--- config.mk ---
export PLATFORM = sky130hd
export DESIGN_NAME = cwe_codec_ctl
export DESIGN_NICKNAME = d
export VERILOG_FILES = /design/src/rtl/cwe_pkg.sv /design/src/rtl/cwe_rate_map.sv /design/src/rtl/cwe_shifter.sv /design/src/rtl/cwe_codec_ctl.sv
export SDC_FILE = /design/constraint.sdc
export NUM_CORES = 1
export LEC_CHECK = 0
export ABC_AREA = 1
export BUFFER_PORTS_ARGS = -buffer_cell sky130_fd_sc_hd__buf_2
export CAP_MARGIN = 40
export CORE_MARGIN = 8
export CORE_UTILIZATION = 54
export CTS_BUF_LIST = sky130_fd_sc_hd__clkbuf_4 sky130_fd_sc_hd__clkbuf_8
export DETAILED_ROUTE_END_ITERATION = 12
export PLACE_DENSITY = 0.7
export SKIP_LAST_GASP = 1
export SYNTH_ARGS = -nofsm -noshare
export SYNTH_HDL_FRONTEND = slang
export SYNTH_SLANG_ARGS = --single-unit
--- constraint.sdc ---
create_clock -name clk -period 2.79 [get_ports clk]
set_clock_uncertainty 0.15 [all_clocks]
set_input_delay 0.1395 -clock clk [delete_from_list [all_inputs] [get_ports clk]]
set_output_delay 0.1395 -clock clk [all_outputs]
set_load 0.01 [all_outputs]
--- src/rtl/cwe_pkg.sv ---
package cwe_pkg;
    localparam int CHIPS    = 2;
    localparam int CHIP_W   = $clog2(CHIPS);
    localparam int FRAME_W  = 16;
    localparam int ADDR_W   = 5;
    localparam logic [1:0] DEV_CODE = 2'b10;
    localparam logic [ADDR_W-1:0] SPEED_REG  = 5'h02;
    localparam logic [7:0]        SPEED_MASK = 8'h0F;

    typedef enum logic [1:0] {
        OP_WRITE = 2'd0,
        OP_BCAST = 2'd1,
        OP_RATE  = 2'd2,
        OP_NONE  = 2'd3
    } cwe_op_e;

    typedef enum logic [2:0] {
        SH_IDLE, SH_PRE, SH_SEL, SH_CLKLO, SH_DATA, SH_CLKHI, SH_END
    } shift_state_e;

    typedef enum logic [1:0] {
        CT_IDLE, CT_LAUNCH, CT_WAIT
    } ctl_state_e;

    function automatic logic [FRAME_W-1:0] build_frame(input logic [ADDR_W-1:0] a,
                                                       input logic [7:0] d);
        return {DEV_CODE, 1'b1, a, d};
    endfunction
endpackage

--- src/rtl/cwe_rate_map.sv ---
module cwe_rate_map #(
    parameter int RATE_W  = 18,
    parameter int QUAD_HZ = 108000,
    parameter int DUAL_HZ = 54000
) (
    input  logic [RATE_W-1:0] rate,
    output logic [7:0]        speed_bits,
    output logic              rate_valid
);
    always_comb begin
        rate_valid = (rate != '0);
        if (rate > RATE_W'(QUAD_HZ))
            speed_bits = 8'h0A;
        else if (rate > RATE_W'(DUAL_HZ))
            speed_bits = 8'h05;
        else
            speed_bits = 8'h00;
    end
endmodule

--- src/rtl/cwe_shifter.sv ---
module cwe_shifter
    import cwe_pkg::*;
#(
    parameter int STEP_CYCLES = 16
) (
    input  logic               clk,
    input  logic               rst_n,
    input  logic               start,
    input  logic               chip_sel,
    input  logic [FRAME_W-1:0] frame,
    output logic               done,
    output logic [1:0]         cs_n,
    output logic               sclk,
    output logic               sdout
);
    localparam int CNT_W = (STEP_CYCLES < 2) ? 1 : $clog2(STEP_CYCLES);
    localparam int BIT_W = $clog2(FRAME_W);

    shift_state_e        state, nstate;
    logic [CNT_W-1:0]    cnt;
    logic [BIT_W-1:0]    bit_idx;
    logic [FRAME_W-1:0]  frame_q;
    logic                sel_q;
    logic                dat_q;
    logic                step_end;

    assign step_end = (cnt == '0);

    always_comb begin
        nstate = state;
        unique case (state)
            SH_IDLE:  if (start)    nstate = SH_PRE;
            SH_PRE:   if (step_end) nstate = SH_SEL;
            SH_SEL:   if (step_end) nstate = SH_CLKLO;
            SH_CLKLO: if (step_end) nstate = SH_DATA;
            SH_DATA:  if (step_end) nstate = SH_CLKHI;
            SH_CLKHI: if (step_end) nstate = (bit_idx == '0) ? SH_END : SH_CLKLO;
            SH_END:   if (step_end) nstate = SH_IDLE;
            default:  nstate = SH_IDLE;
        endcase
    end

    always_ff @(posedge clk or negedge rst_n) begin
        if (!rst_n) begin
            state   <= SH_IDLE;
            cnt     <= '0;
            bit_idx <= '0;
            frame_q <= '0;
            sel_q   <= 1'b0;
            dat_q   <= 1'b1;
        end else begin
            state <= nstate;
            if (state == SH_IDLE) begin
                if (start) begin
                    cnt     <= CNT_W'(STEP_CYCLES - 1);
                    bit_idx <= BIT_W'(FRAME_W - 1);
                    frame_q <= frame;
                    sel_q   <= chip_sel;
                    dat_q   <= 1'b1;
                end
            end else if (step_end) begin
                cnt <= CNT_W'(STEP_CYCLES - 1);
                if (state == SH_CLKLO)
                    dat_q <= frame_q[bit_idx];
                if (state == SH_CLKHI) begin
                    if (bit_idx == '0)
                        dat_q <= 1'b1;
                    else
                        bit_idx <= bit_idx - 1'b1;
                end
            end else begin
                cnt <= cnt - 1'b1;
            end
        end
    end

    always_comb begin
        done  = (state == SH_END) && step_end;
        sdout = dat_q;
        sclk  = !(state == SH_CLKLO || state == SH_DATA);
        if (state == SH_SEL || state == SH_CLKLO || state == SH_DATA || state == SH_CLKHI)
            cs_n = sel_q ? 2'b01 : 2'b10;
        else
            cs_n = 2'b11;
    end


    cs_onehot_chk: assert property (@(posedge clk) disable iff (!rst_n)
        $onehot0(~cs_n));


    data_hold_chk: assert property (@(posedge clk) disable iff (!rst_n)
        (sclk && $past(sclk) && cs_n != 2'b11 && $past(cs_n) != 2'b11) |-> $stable(sdout));


    idle_lines_chk: assert property (@(posedge clk) disable iff (!rst_n)
        (state == SH_IDLE) |-> (cs_n == 2'b11 && sclk && sdout));


    release_together_chk: assert property (@(posedge clk) disable iff (!rst_n)
        ($past(cs_n) != 2'b11 && cs_n == 2'b11) |-> (sdout && sclk));
endmodule

--- src/rtl/cwe_codec_ctl.sv ---
module cwe_codec_ctl
    import cwe_pkg::*;
#(
    parameter int STEP_CYCLES = 16,
    parameter int RATE_W      = 18
) (
    input  logic              clk,
    input  logic              rst_n,
    input  logic              req_valid,
    output logic              req_ready,
    input  logic [1:0]        req_op,
    input  logic [2:0]        req_chip,
    input  logic [4:0]        req_addr,
    input  logic [7:0]        req_data,
    input  logic [7:0]        req_mask,
    input  logic [RATE_W-1:0] req_rate,
    output logic              busy,
    output logic [1:0]        cs_n,
    output logic              sclk,
    output logic              sdout
);
    localparam int REGS = 1 << ADDR_W;

    ctl_state_e          state;
    logic                bcast_q;
    logic [CHIP_W-1:0]   chip_q;
    logic [CHIP_W-1:0]   idx_q;
    logic [ADDR_W-1:0]   addr_q;
    logic [7:0]          val_q;
    logic [7:0]          mask_q;
    logic [7:0]          shadow [CHIPS][REGS];

    logic [7:0]          speed_bits;
    logic                rate_nz;
    logic                accept;
    logic                ser_start, ser_done;
    logic [CHIP_W-1:0]   launch_chip;
    logic [7:0]          launch_byte;
    cwe_op_e             op;

    assign op     = cwe_op_e'(req_op);
    assign accept = req_valid && req_ready;

    cwe_rate_map #(.RATE_W(RATE_W)) i_rate_map (
        .rate       (req_rate),
        .speed_bits (speed_bits),
        .rate_valid (rate_nz)
    );

    always_comb begin
        launch_chip = bcast_q ? idx_q : chip_q;
        launch_byte = bcast_q ? ((shadow[idx_q][addr_q] & ~mask_q) | val_q) : val_q;
    end

    always_ff @(posedge clk or negedge rst_n) begin
        if (!rst_n) begin
            state   <= CT_IDLE;
            bcast_q <= 1'b0;
            chip_q  <= '0;
            idx_q   <= '0;
            addr_q  <= '0;
            val_q   <= '0;
            mask_q  <= '0;
            for (int c = 0; c < CHIPS; c++)
                for (int r = 0; r < REGS; r++)
                    shadow[c][r] <= '0;
        end else begin
            unique case (state)
                CT_IDLE: if (accept) begin
                    idx_q <= '0;
                    unique case (op)
                        OP_WRITE: if (req_chip <= 3'd3) begin
                            bcast_q <= 1'b0;
                            chip_q  <= CHIP_W'(req_chip != 3'd0);
                            addr_q  <= req_addr;
                            val_q   <= req_data;
                            state   <= CT_LAUNCH;
                        end
                        OP_BCAST: begin
                            bcast_q <= 1'b1;
                            addr_q  <= req_addr;
                            val_q   <= req_data;
                            mask_q  <= req_mask;
                            state   <= CT_LAUNCH;
                        end
                        OP_RATE: if (rate_nz) begin
                            bcast_q <= 1'b1;
                            addr_q  <= SPEED_REG;
                            val_q   <= speed_bits;
                            mask_q  <= SPEED_MASK;
                            state   <= CT_LAUNCH;
                        end
                        OP_NONE: ;
                        default: ;
                    endcase
                end
                CT_LAUNCH: begin
                    shadow[launch_chip][addr_q] <= launch_byte;
                    state <= CT_WAIT;
                end
                CT_WAIT: if (ser_done) begin
                    if (bcast_q && idx_q != CHIP_W'(CHIPS - 1)) begin
                        idx_q <= idx_q + 1'b1;
                        state <= CT_LAUNCH;
                    end else begin
                        state <= CT_IDLE;
                    end
                end
                default: state <= CT_IDLE;
            endcase
        end
    end

    always_comb begin
        req_ready = (state == CT_IDLE);
        busy      = (state != CT_IDLE);
        ser_start = (state == CT_LAUNCH);
    end

    cwe_shifter #(.STEP_CYCLES(STEP_CYCLES)) i_shifter (
        .clk      (clk),
        .rst_n    (rst_n),
        .start    (ser_start),
        .chip_sel (launch_chip != '0),
        .frame    (build_frame(addr_q, launch_byte)),
        .done     (ser_done),
        .cs_n     (cs_n),
        .sclk     (sclk),
        .sdout    (sdout)
    );


    ready_quiet_chk: assert property (@(posedge clk) disable iff (!rst_n)
        req_ready |-> (cs_n == 2'b11));


    busy_cause_chk: assert property (@(posedge clk) disable iff (!rst_n)
        $rose(busy) |-> $past(req_valid));


    bcast_order_chk: assert property (@(posedge clk) disable iff (!rst_n)
        (busy && bcast_q && $fell(cs_n[1])) |-> (idx_q == CHIP_W'(1)));
endmodule

After elaboration in Yosys (flattened, before gate mapping)
Index checks and enable logic that the tools add are counted.
W data, S select, Z words.
{"block": "op_classes", "muxes": 63, "addsub": 3, "n_reduce_logical": 32, "n_eq_ne": 26, "bitwise_logic": 7, "magnitude_cmp": 9}
{"operator": "$mux W256", "count": 4}
{"operator": "$bwmux W512", "count": 1}
{"operator": "$demux W256 S1", "count": 1}
{"operator": "$mux W8", "count": 8}
{"operator": "$bmux W8 S5", "count": 1}
{"operator": "$demux W8 S5", "count": 1}
{"operator": "$mux W4", "count": 7}
{"operator": "$mux W3", "count": 9}
{"operator": "$pmux W8 S3", "count": 1}
{"operator": "$ne A2 B1 Y1 const B", "count": 11}
{"operator": "$pmux W3 S7", "count": 1}
{"operator": "$gt A18 B16 Y1 const B", "count": 1}
{"operator": "$gt A18 B17 Y1 const B", "count": 1}
{"operator": "$reduce_bool A18 Y1", "count": 1}
{"operator": "$pmux W8 S2", "count": 1}
{"operator": "$reduce_and A4 Y1", "count": 4}
{"operator": "$pmux W5 S3", "count": 1}
{"operator": "$mux W1", "count": 14}
{"operator": "$mux W2", "count": 6}
{"operator": "$pmux W2 S3", "count": 2}
{"operator": "$mux W5", "count": 2}
{"operator": "$reduce_and A5 Y1", "count": 2}
{"operator": "$reduce_bool A2 Y1", "count": 5}
{"operator": "$eq A3 B3 Y1 const B", "count": 3}
{"operator": "other kinds (34)", "count": 52}
{"block": "totals", "elab_cells": 217, "input_bits": 47, "output_inout_bits": 6, "register_bits": 565}

Logic depth before layout (Yosys ltp)
Gate-level depths: netlist of the first run.
{"block": "depth", "word_depth": 11, "depth_mapped": 17}

Cells and area by module
A second synthesis of the first run with hierarchy kept.
{"block": "hier_totals", "cells_unflattened": 4339, "hier_area_um2": 30092.6}
{"module": "cwe_codec_ctl", "area_per_inst_um2": 28217.1, "cells_per_inst": 4083, "instances": 1, "seq_area_each_um2": 13462.9}
{"module": "cwe_shifter", "area_per_inst_um2": 1571.5, "cells_per_inst": 193, "instances": 1, "seq_area_each_um2": 726.9}
{"module": "cwe_rate_map", "area_per_inst_um2": 304.0, "cells_per_inst": 63, "instances": 1, "seq_area_each_um2": 0.0}

Least setup slack after synthesis of the first run
OpenSTA, ideal clock, no wires.
{"block": "synth_timing", "path_type": "register -> register", "from": "reg idx_q", "to": "reg i_shifter.frame_q[7]", "arrival_time_ns": 1.818, "path_slack_ns": 0.705, "period_less_slack_ns": 2.085, "stages_incl_launch_ff": 18, "required_ns": 2.523, "path_cell_list": "dfrtp_1 > buf_4 > buf_4 > buf_2 > nor2_1 > nor2_1 > nand2_1 > nand2_1 > o21ai_1 > nand2_1 > nor2_1 > nand2_1 > nand2_1 > nand2_1 > buf_4 > buf_4 > nand2_1 > nand2_1"}
{"block": "synth_via", "elab_chain_len": 10}
{"item": "start, declared", "line_no": "cwe_codec_ctl.sv:27", "source": "logic [CHIP_W-1:0] idx_q;"}
{"item": "start signal, assigned", "line_no": "cwe_codec_ctl.sv:103", "source": "idx_q <= idx_q + 1'b1;"}
{"item": "$not A1 Y2 (not written as such)", "line_no": "cwe_codec_ctl.sv:52", "source": "launch_byte = bcast_q ? ((shadow[idx_q][addr_q] & ~mask_q) | val_q) : val_q;"}
{"item": "$mux W256 (not written as such) (3 in series)", "line_no": "cwe_codec_ctl.sv:52"}
{"item": "$bmux W8 S5", "line_no": "cwe_codec_ctl.sv:52"}
{"item": "$mux W8 (not written as such) (2 in series)", "line_no": "cwe_codec_ctl.sv:52"}
{"item": "$and A8 B8 Y8", "line_no": "cwe_codec_ctl.sv:52"}
{"item": "$or A8 B8 Y8", "line_no": "cwe_codec_ctl.sv:52"}
{"item": "$mux W8", "line_no": "cwe_codec_ctl.sv:52"}
{"item": "end signal, assigned", "line_no": "cwe_shifter.sv:57", "source": "frame_q <= frame;"}
{"item": "end, declared", "line_no": "cwe_shifter.sv:22", "source": "logic [FRAME_W-1:0] frame_q;"}
No other way between the ends. The select of a mux whose other input is x is not followed.
A chain may end at the register's enable or synchronous reset.

Worst setup path in the final report of the first run
{"block": "layout_timing", "from": "reg idx_q", "to": "reg shadow[239] (netlist bit)"}
{"block": "layout_via", "elab_chain_len": 11, "elab_cells_between_ends": 18}
{"item": "$not A1 Y2 (not written as such)", "line_no": "cwe_codec_ctl.sv:52"}
{"item": "$mux W256 (not written as such) (3 in series)", "line_no": "cwe_codec_ctl.sv:52"}
{"item": "$bmux W8 S5", "line_no": "cwe_codec_ctl.sv:52"}
{"item": "$mux W8 (not written as such) (2 in series)", "line_no": "cwe_codec_ctl.sv:52"}
{"item": "$and A8 B8 Y8", "line_no": "cwe_codec_ctl.sv:52"}
{"item": "$or A8 B8 Y8", "line_no": "cwe_codec_ctl.sv:52"}
{"item": "$mux W8", "line_no": "cwe_codec_ctl.sv:52"}
{"item": "$bwmux W512 (*)", "line_no": "cwe_codec_ctl.sv:98", "source": "shadow[launch_chip][addr_q] <= launch_byte;"}
{"item": "end signal, assigned by index", "line_no": "cwe_codec_ctl.sv:98"}
{"item": "end, declared", "line_no": "cwe_codec_ctl.sv:31", "source": "logic [7:0] shadow [CHIPS][REGS];"}
Mark *: on every way between the ends. The rest lies on a longest branch, timed or not. The select of a mux whose other input is x is not followed.

==> results of run 1 <==
==> registers in the layout, summed over array words and instances, names as in the netlist <==
| name | count |
|---|---|
| addr_q | 5 |
| i_shifter.bit_idx | 4 |
| val_q | 8 |
| mask_q | 8 |
| i_shifter.sel_q | 1 |
| chip_q | 1 |
| i_shifter.state | 3 |
| i_shifter.sdout | 1 |
| state | 2 |
| i_shifter.cnt | 4 |
| i_shifter.frame_q | 14 |
| shadow | 512 |
| bcast_q | 1 |
| idx_q | 1 |
==> worst max-delay path by stage <==
stage                   start              endpoint  slack [ns]  cells after the start
detailed placement  addr_q[1]           shadow[194]        0.09                     14
CTS                  state[1]              val_q[2]        0.01                      9
floorplan               idx_q  i_shifter.frame_q[7]        0.70                     17
global placement        idx_q           shadow[132]        0.11                     15
finish                  idx_q           shadow[239]        0.03                     14
global route            idx_q           shadow[138]       -0.06                     15
==> synth_stat cells <==
master	instances	area share
o31ai_1	1	0.00025
nand2_2	1	0.00021
buf_4	50	0.013
a21oi_2	1	0.00030
inv_1	616	0.078
buf_6	29	0.011
nor2_2	48	0.010
o21ai_0	59	0.010
nand3_1	242	0.041
a31oi_1	5	0.0011
nor2_4	16	0.0061
inv_2	3	0.00038
o22ai_1	3	0.00063
o211ai_1	2	0.00051
clkbuf_1	15	0.0019
nand4_1	5	0.0011
inv_4	1	0.00021
or2_2	20	0.0042
a21oi_1	12	0.0020
or2_0	5	0.0011
nor4_1	4	0.00085
o21ai_1	59	0.010
dfstp_2	1	0.00089
o2111ai_1	1	0.00030
nor3_2	2	0.00068
a22oi_1	4	0.0010
nand2_1	2273	0.29
buf_1	3	0.00038
ha_1	7	0.0030
nor3b_1	1	0.00025
dfrtp_1	564	0.48
nor2_1	180	0.023
xor2_1	2	0.00059
buf_2	60	0.010
nor3_1	7	0.0012
==> worst register-to-register path, delay by kind of cell (launching register included) <==
kind                   cells  cell delay [ns]
AO/OA/AOI/OAI              1             0.25
buffers and inverters      3             0.68
flip-flops                 1             0.46
AND/OR/NAND/NOR           10             1.06
==> kinds of logic (layout without fill, tap and decap cells) <==
group	after synthesis	count (layout)	share of synthesized area
adder cells (fa/ha/maj)	7	7	0.00296
AO/OA/AOI/OAI	147	147	0.0260
flip-flops	565	565	0.478
buffers and inverters	777	1048	0.115
XOR/XNOR	2	2	0.000592
AND/OR/NAND/NOR	2804	2804	0.378
==> metrics by stage <==
step           cell area [µm²]  setup WS, ns  total power, mW
6_report                 34300        0.0331             36.6
3_5_place_dp             31400        0.0896             27.5
5_1_grt                  34300       -0.0620             38.8
4_1_cts                  34200        0.0147             36.3
3_3_place_gp             31400         0.111             27.3
2_1_floorplan            29600         0.705             21.7
==> final cells by class <==
| cell class | count | share of cell area |
|---|---|---|
| sequential | 565 | 0.412 |
| clock inverter | 27 | 0.00740 |
| multi-input combinational | 2960 | 0.355 |
| clock buffer | 154 | 0.0585 |
| inverter | 620 | 0.0680 |
| tap | 704 | 0.0257 |
| timing repair buffer | 247 | 0.0736 |
==> per-layer routing <==
| layer | global-route usage | wire [µm] | part of all wire | vias to the layer above |
|---|---|---|---|---|
| met5 | 0 | 0 | 0 | - |
| met4 | 0.102 | 3000 | 0.035 | 0 |
| met2 | 0.433 | 39400 | 0.46 | 997 |
| li1 | - | - | - | 13100 |
| met1 | 0.381 | 37800 | 0.44 | 12600 |
| met3 | 0.0436 | 6230 | 0.072 | 202 |
==> where the power goes <==
group / leakage (nW) / internal [mW] / switching [mW]
clock: 1.21 / 4.96 / 3.57
sequential: 7.70 / 10.5 / 1.35
combinational: 10.3 / 5.34 / 10.9
==> repair_timing <==
action                                  in CTS  in global routing
hold buffers                                50                  0
gates resized for setup                      0                 20
endpoints found under the hold margin      590                  0
endpoints found under the setup margin       0                348
==> metrics.yaml, run 1 <==
synth:
  netlist_instances: 4302
  yosysUniqueCellTypes: 35
  ys.warnings.count: 0
  synth_seq_cells: 565
  syn-num-nets: 4356
  syn_area_um2: 29600
  synth_area_per_cell_um2: 6.88
  ys_seq_area_frac: 0.478
layout:
  regArea_um2: 14100
  multi_input_area_um2: 12200
  nFillCells: 4916
  antenna_cells: 0
  drive_gt1_frac: 0.108
  layout_commonest_cell: "nand2_1"
  layout_common_cells: "nand2_1, inv_1, dfrtp_1"
  fin_nets: 4545
  syn_to_final_growth_pct: 16.0
  fin_util: 0.628
  finalNonFillerCells: 5277
global_route:
  grt_pass1_wl_mm: 139
  grt_max_degree: 102
  antenna_found_initial: 0
  grt_pass1_vias: 25900
  grt.total_usage: 0.274
  overflow: 0
detailed_routing:
  vias_per_cell: 5.10
  wl_per_cell_um: 16.4
  drt_iter0_drc: 2715
  first_pass_iters: 6
  num_vias: 26900
  drc: 0
  routed_wl_mm: 86.4
  ant_nets: 0
sta:
  setup_violations: 0
  finalCritPeriodShare: 0.988
  slew_violations: 0
  final.setup.tns_ns: 0
  tightest_slew_ns: 0.588
  slew_headroom: 0.608
  hold_viol: 0
  rsz0062_at_grt: "true"
  hold_ws_ns: 0.0913
  fmax_ghz: 0.363
  post-route-min-period_ns: 2.76
clocking:
  cts_setup_buffers: 0
  clk_pin_slew_ns: 0.06
  clockRootBuffer: "clkbuf_8"
  cts_sinks: 565
  clock_path_buffers: 3
  ctsHtreeMaxLevel: 3
  cts_tree: "built"
  cts_made_buffers: 97
  clock_latency_ns: 0.70
setup_path:
  required_ns: 3.19
  path_class: "flip-flop to flip-flop"
  cpMaxStageDelayCell: "dfrtp_4"
  crit_buf_inv: 3
  max_stage_delay_ns: 0.46
  r2r_start: "idx_q"
  crit_family: "simple AND/OR/NAND/NOR gates"
  arrival_ns: 3.16
  r2r_slack_ns: 0.03
  r2r-end: "shadow[239]"
  cp_max_fo: 28
  r2r_cells: 14
  critPathCaptureType: "flip-flop"
  crit_chain: "buf_12 > buf_4 > nand2_1 > nand3_1 > nand2_1 > o21ai_1 > nand2_1 > nor2_1 > nand2_1 > nand2_1 > nand2_4 > buf_12 > nand2_1 > nand2_1"
  critPathLaunchType: "flip-flop"
  cp_common_cell: "nand2_1"
power_and_ir_drop:
  ir_drop_mv: 0.735
  p_leak_nw: 19.2
  power.density_nw_per_um2: 1070
hold_path:
  hold_class: "input port to flip-flop"
  hold_depth: 4
  hold_path_end: "addr_q[2]"
  hold_start: "req_addr[2]"
floorplanning:
  io_pins: 53
  die_h_um: 250
  die_w_um: 250
  rows: 86
  start_util: 0.541
  core-area_um2: 54700
  die_area_um2: 62600
status:
  status: "finished clean"
placement:
  io_buffers: 52
  dp.cells: 5044
  dp_hpwl_mm: 55.6
  routabilityCongestion: 0.920
job:
  drv_cap: 0
Note: power is estimated with default switching activity, not from simulation.
==> run 2: changes to the inputs <==
CORE_ASPECT_RATIO = 1.5   (was unset)
==> run 2 against run 1 <==
Final cell count is 0.15% higher. Global-route usage is 0.82 points higher. Non-clock buffer count is 42 higher. Via count is 0.53% lower. Final area is 0.12% higher. Sequential power hardly changed. Largest power group unchanged. Highest routed layer is now met5.
==> metrics.yaml, run 2 (synthesis results as in run 1) <==
layout:
  top_regs: "shadow: 512 flops, i_shifter.frame_q: 14 flops"
  drive_gt1_frac: 0.115
  finalNonFillerCells: 5285
  layout_commonest_cell: "nand2_1"
  fin_util: 0.632
  fin_nets: 4578
  design_area_um2: 34400
  largest_register: "shadow"
  nFillCells: 4991
  layout_common_cells: "nand2_1, inv_1, dfrtp_1"
  syn_to_final_growth_pct: 16.1
  largest_reg_flops: 512
sta:
  hold_viol: 0
  final.setup.tns_ns: 0
  rsz0062_at_grt: "true"
  setup_violations: 0
  fmax_ghz: 0.364
  finalCritPeriodShare: 0.986
  post-route-min-period_ns: 2.75
  slew_violations: 0
  fin_ws_ns: 0.0402
  tightest_slew_ns: 0.520
  hold_ws_ns: 0.103
  slew_headroom: 0.653
detailed_routing:
  num_vias: 26800
  wl_met2_mm: 43.2
  vias_per_cell: 5.07
  wl_per_cell_um: 16.8
  top_layer_used: "met5"
  drt_iter0_drc: 2229
  wl_met1_mm: 35.2
  routed_wl_mm: 88.7
  ant_nets: 0
  route.met3.wl_mm: 4.68
  drc: 0
  first_pass_iters: 6
placement:
  dp_hpwl_mm: 59.7
  routabilityCongestion: 0.929
  dp.cells: 5072
  dp_slack_ns: -0.0450
  placed_area_um2: 31700
  io_buffers: 52
floorplanning:
  start_util: 0.544
  rows: 105
  die_h_um: 303
  die_w_um: 207
  die_area_um2: 62700
  core-area_um2: 54400
  io_pins: 53
job:
  drv_cap: 0
global_route:
  grt.total_usage: 0.283
  antenna_found_initial: 2
  overflow: 0
  grt_max_degree: 67
  grt_pass1_vias: 26300
  grt_pass1_wl_mm: 141
setup_path:
  cp_max_fo: 34
  path_class: "flip-flop to flip-flop"
  arrival_ns: 3.16
  required_ns: 3.20
  critPathLaunchType: "flip-flop"
  critPathCaptureType: "flip-flop"
power_and_ir_drop:
  power.density_nw_per_um2: 1050
  ir_drop_mv: 0.668
  p_total_mw: 35.9
  p_leak_nw: 19.2
status:
  status: "finished clean"
clocking:
  clock_latency_ns: 0.70
  cts_made_buffers: 87
  clockRootBuffer: "clkbuf_8"
  cts_tree: "built"
  clock_path_buffers: 3
  clk_pin_slew_ns: 0.06
  cts_sinks: 565
  ctsHtreeMaxLevel: 3
hold_path:
  hold_class: "input port to async pin"
-- run 2: worst max-delay path, stage by stage, from the launching register on --
cell,delay [ns]
dfrtp_4,0.55
clkinv_8,0.14
buf_16,0.21
buf_4,0.17
nand2_1,0.05
nand3_1,0.08
nand2_1,0.08
o21ai_1,0.24
nand2_1,0.10
nor2_1,0.13
nand2_1,0.11
nand2_1,0.13
nand2_4,0.11
buf_12,0.18
nand2_1,0.08
nand2_1,0.06
-- run 2: area by class of cell --
type	instances	area, µm²	share of cell area
Antenna cell	1	2.50	0.0000728
Clock buffer	140	1760	0.0512
Clock inverter	14	105	0.00306
Inverter	620	2350	0.0683
Multi-Input combinational cell	2960	12300	0.357
Sequential cell	565	14100	0.412
Tap cell	695	870	0.0253
Timing Repair Buffer	289	2850	0.0828
Timing Repair inverter	1	8.76	0.000255
-- run 2: power breakdown --
group / internal (mW) / leakage (nW) / switching [mW]
registers: 10.5 / 7.70 / 1.34
logic: 5.73 / 10.5 / 10.9
clock network: 4.07 / 0.987 / 3.38
total: 20.3 / 19.2 / 15.6
-- run 2: what timing repair did --
action	in CTS	in global routing
hold endpoints to repair	590	0
pin swaps	0	4
hold buffers	41	0
endpoints found under the setup margin	100	475
gates cloned	0	2
gates resized for setup	5	47
buffers inserted	0	15
-- run 2: path summary, 6_finish.rpt --
path | start | slack [ns] | depth (start not counted) | to
max | idx_q | 0.04 | 15 | shadow[335]
min reg2reg | shadow[134] | 0.32 | 2 | shadow[134]
max in group asynchronous | rst_n | 1.97 | 3 | shadow[315]
min in group clk | req_addr[4] | 0.12 | 4 | addr_q[4]
max reg2reg | idx_q | 0.04 | 15 | shadow[335]
min | rst_n | 0.10 | 3 | shadow[108]
-- run 2: per-layer routing --
metal  vias up  GRT usage
met5         -          0
met3       258     0.0389
met4         2      0.189
met2       830      0.483
li1      13100          -
met1     12500      0.331
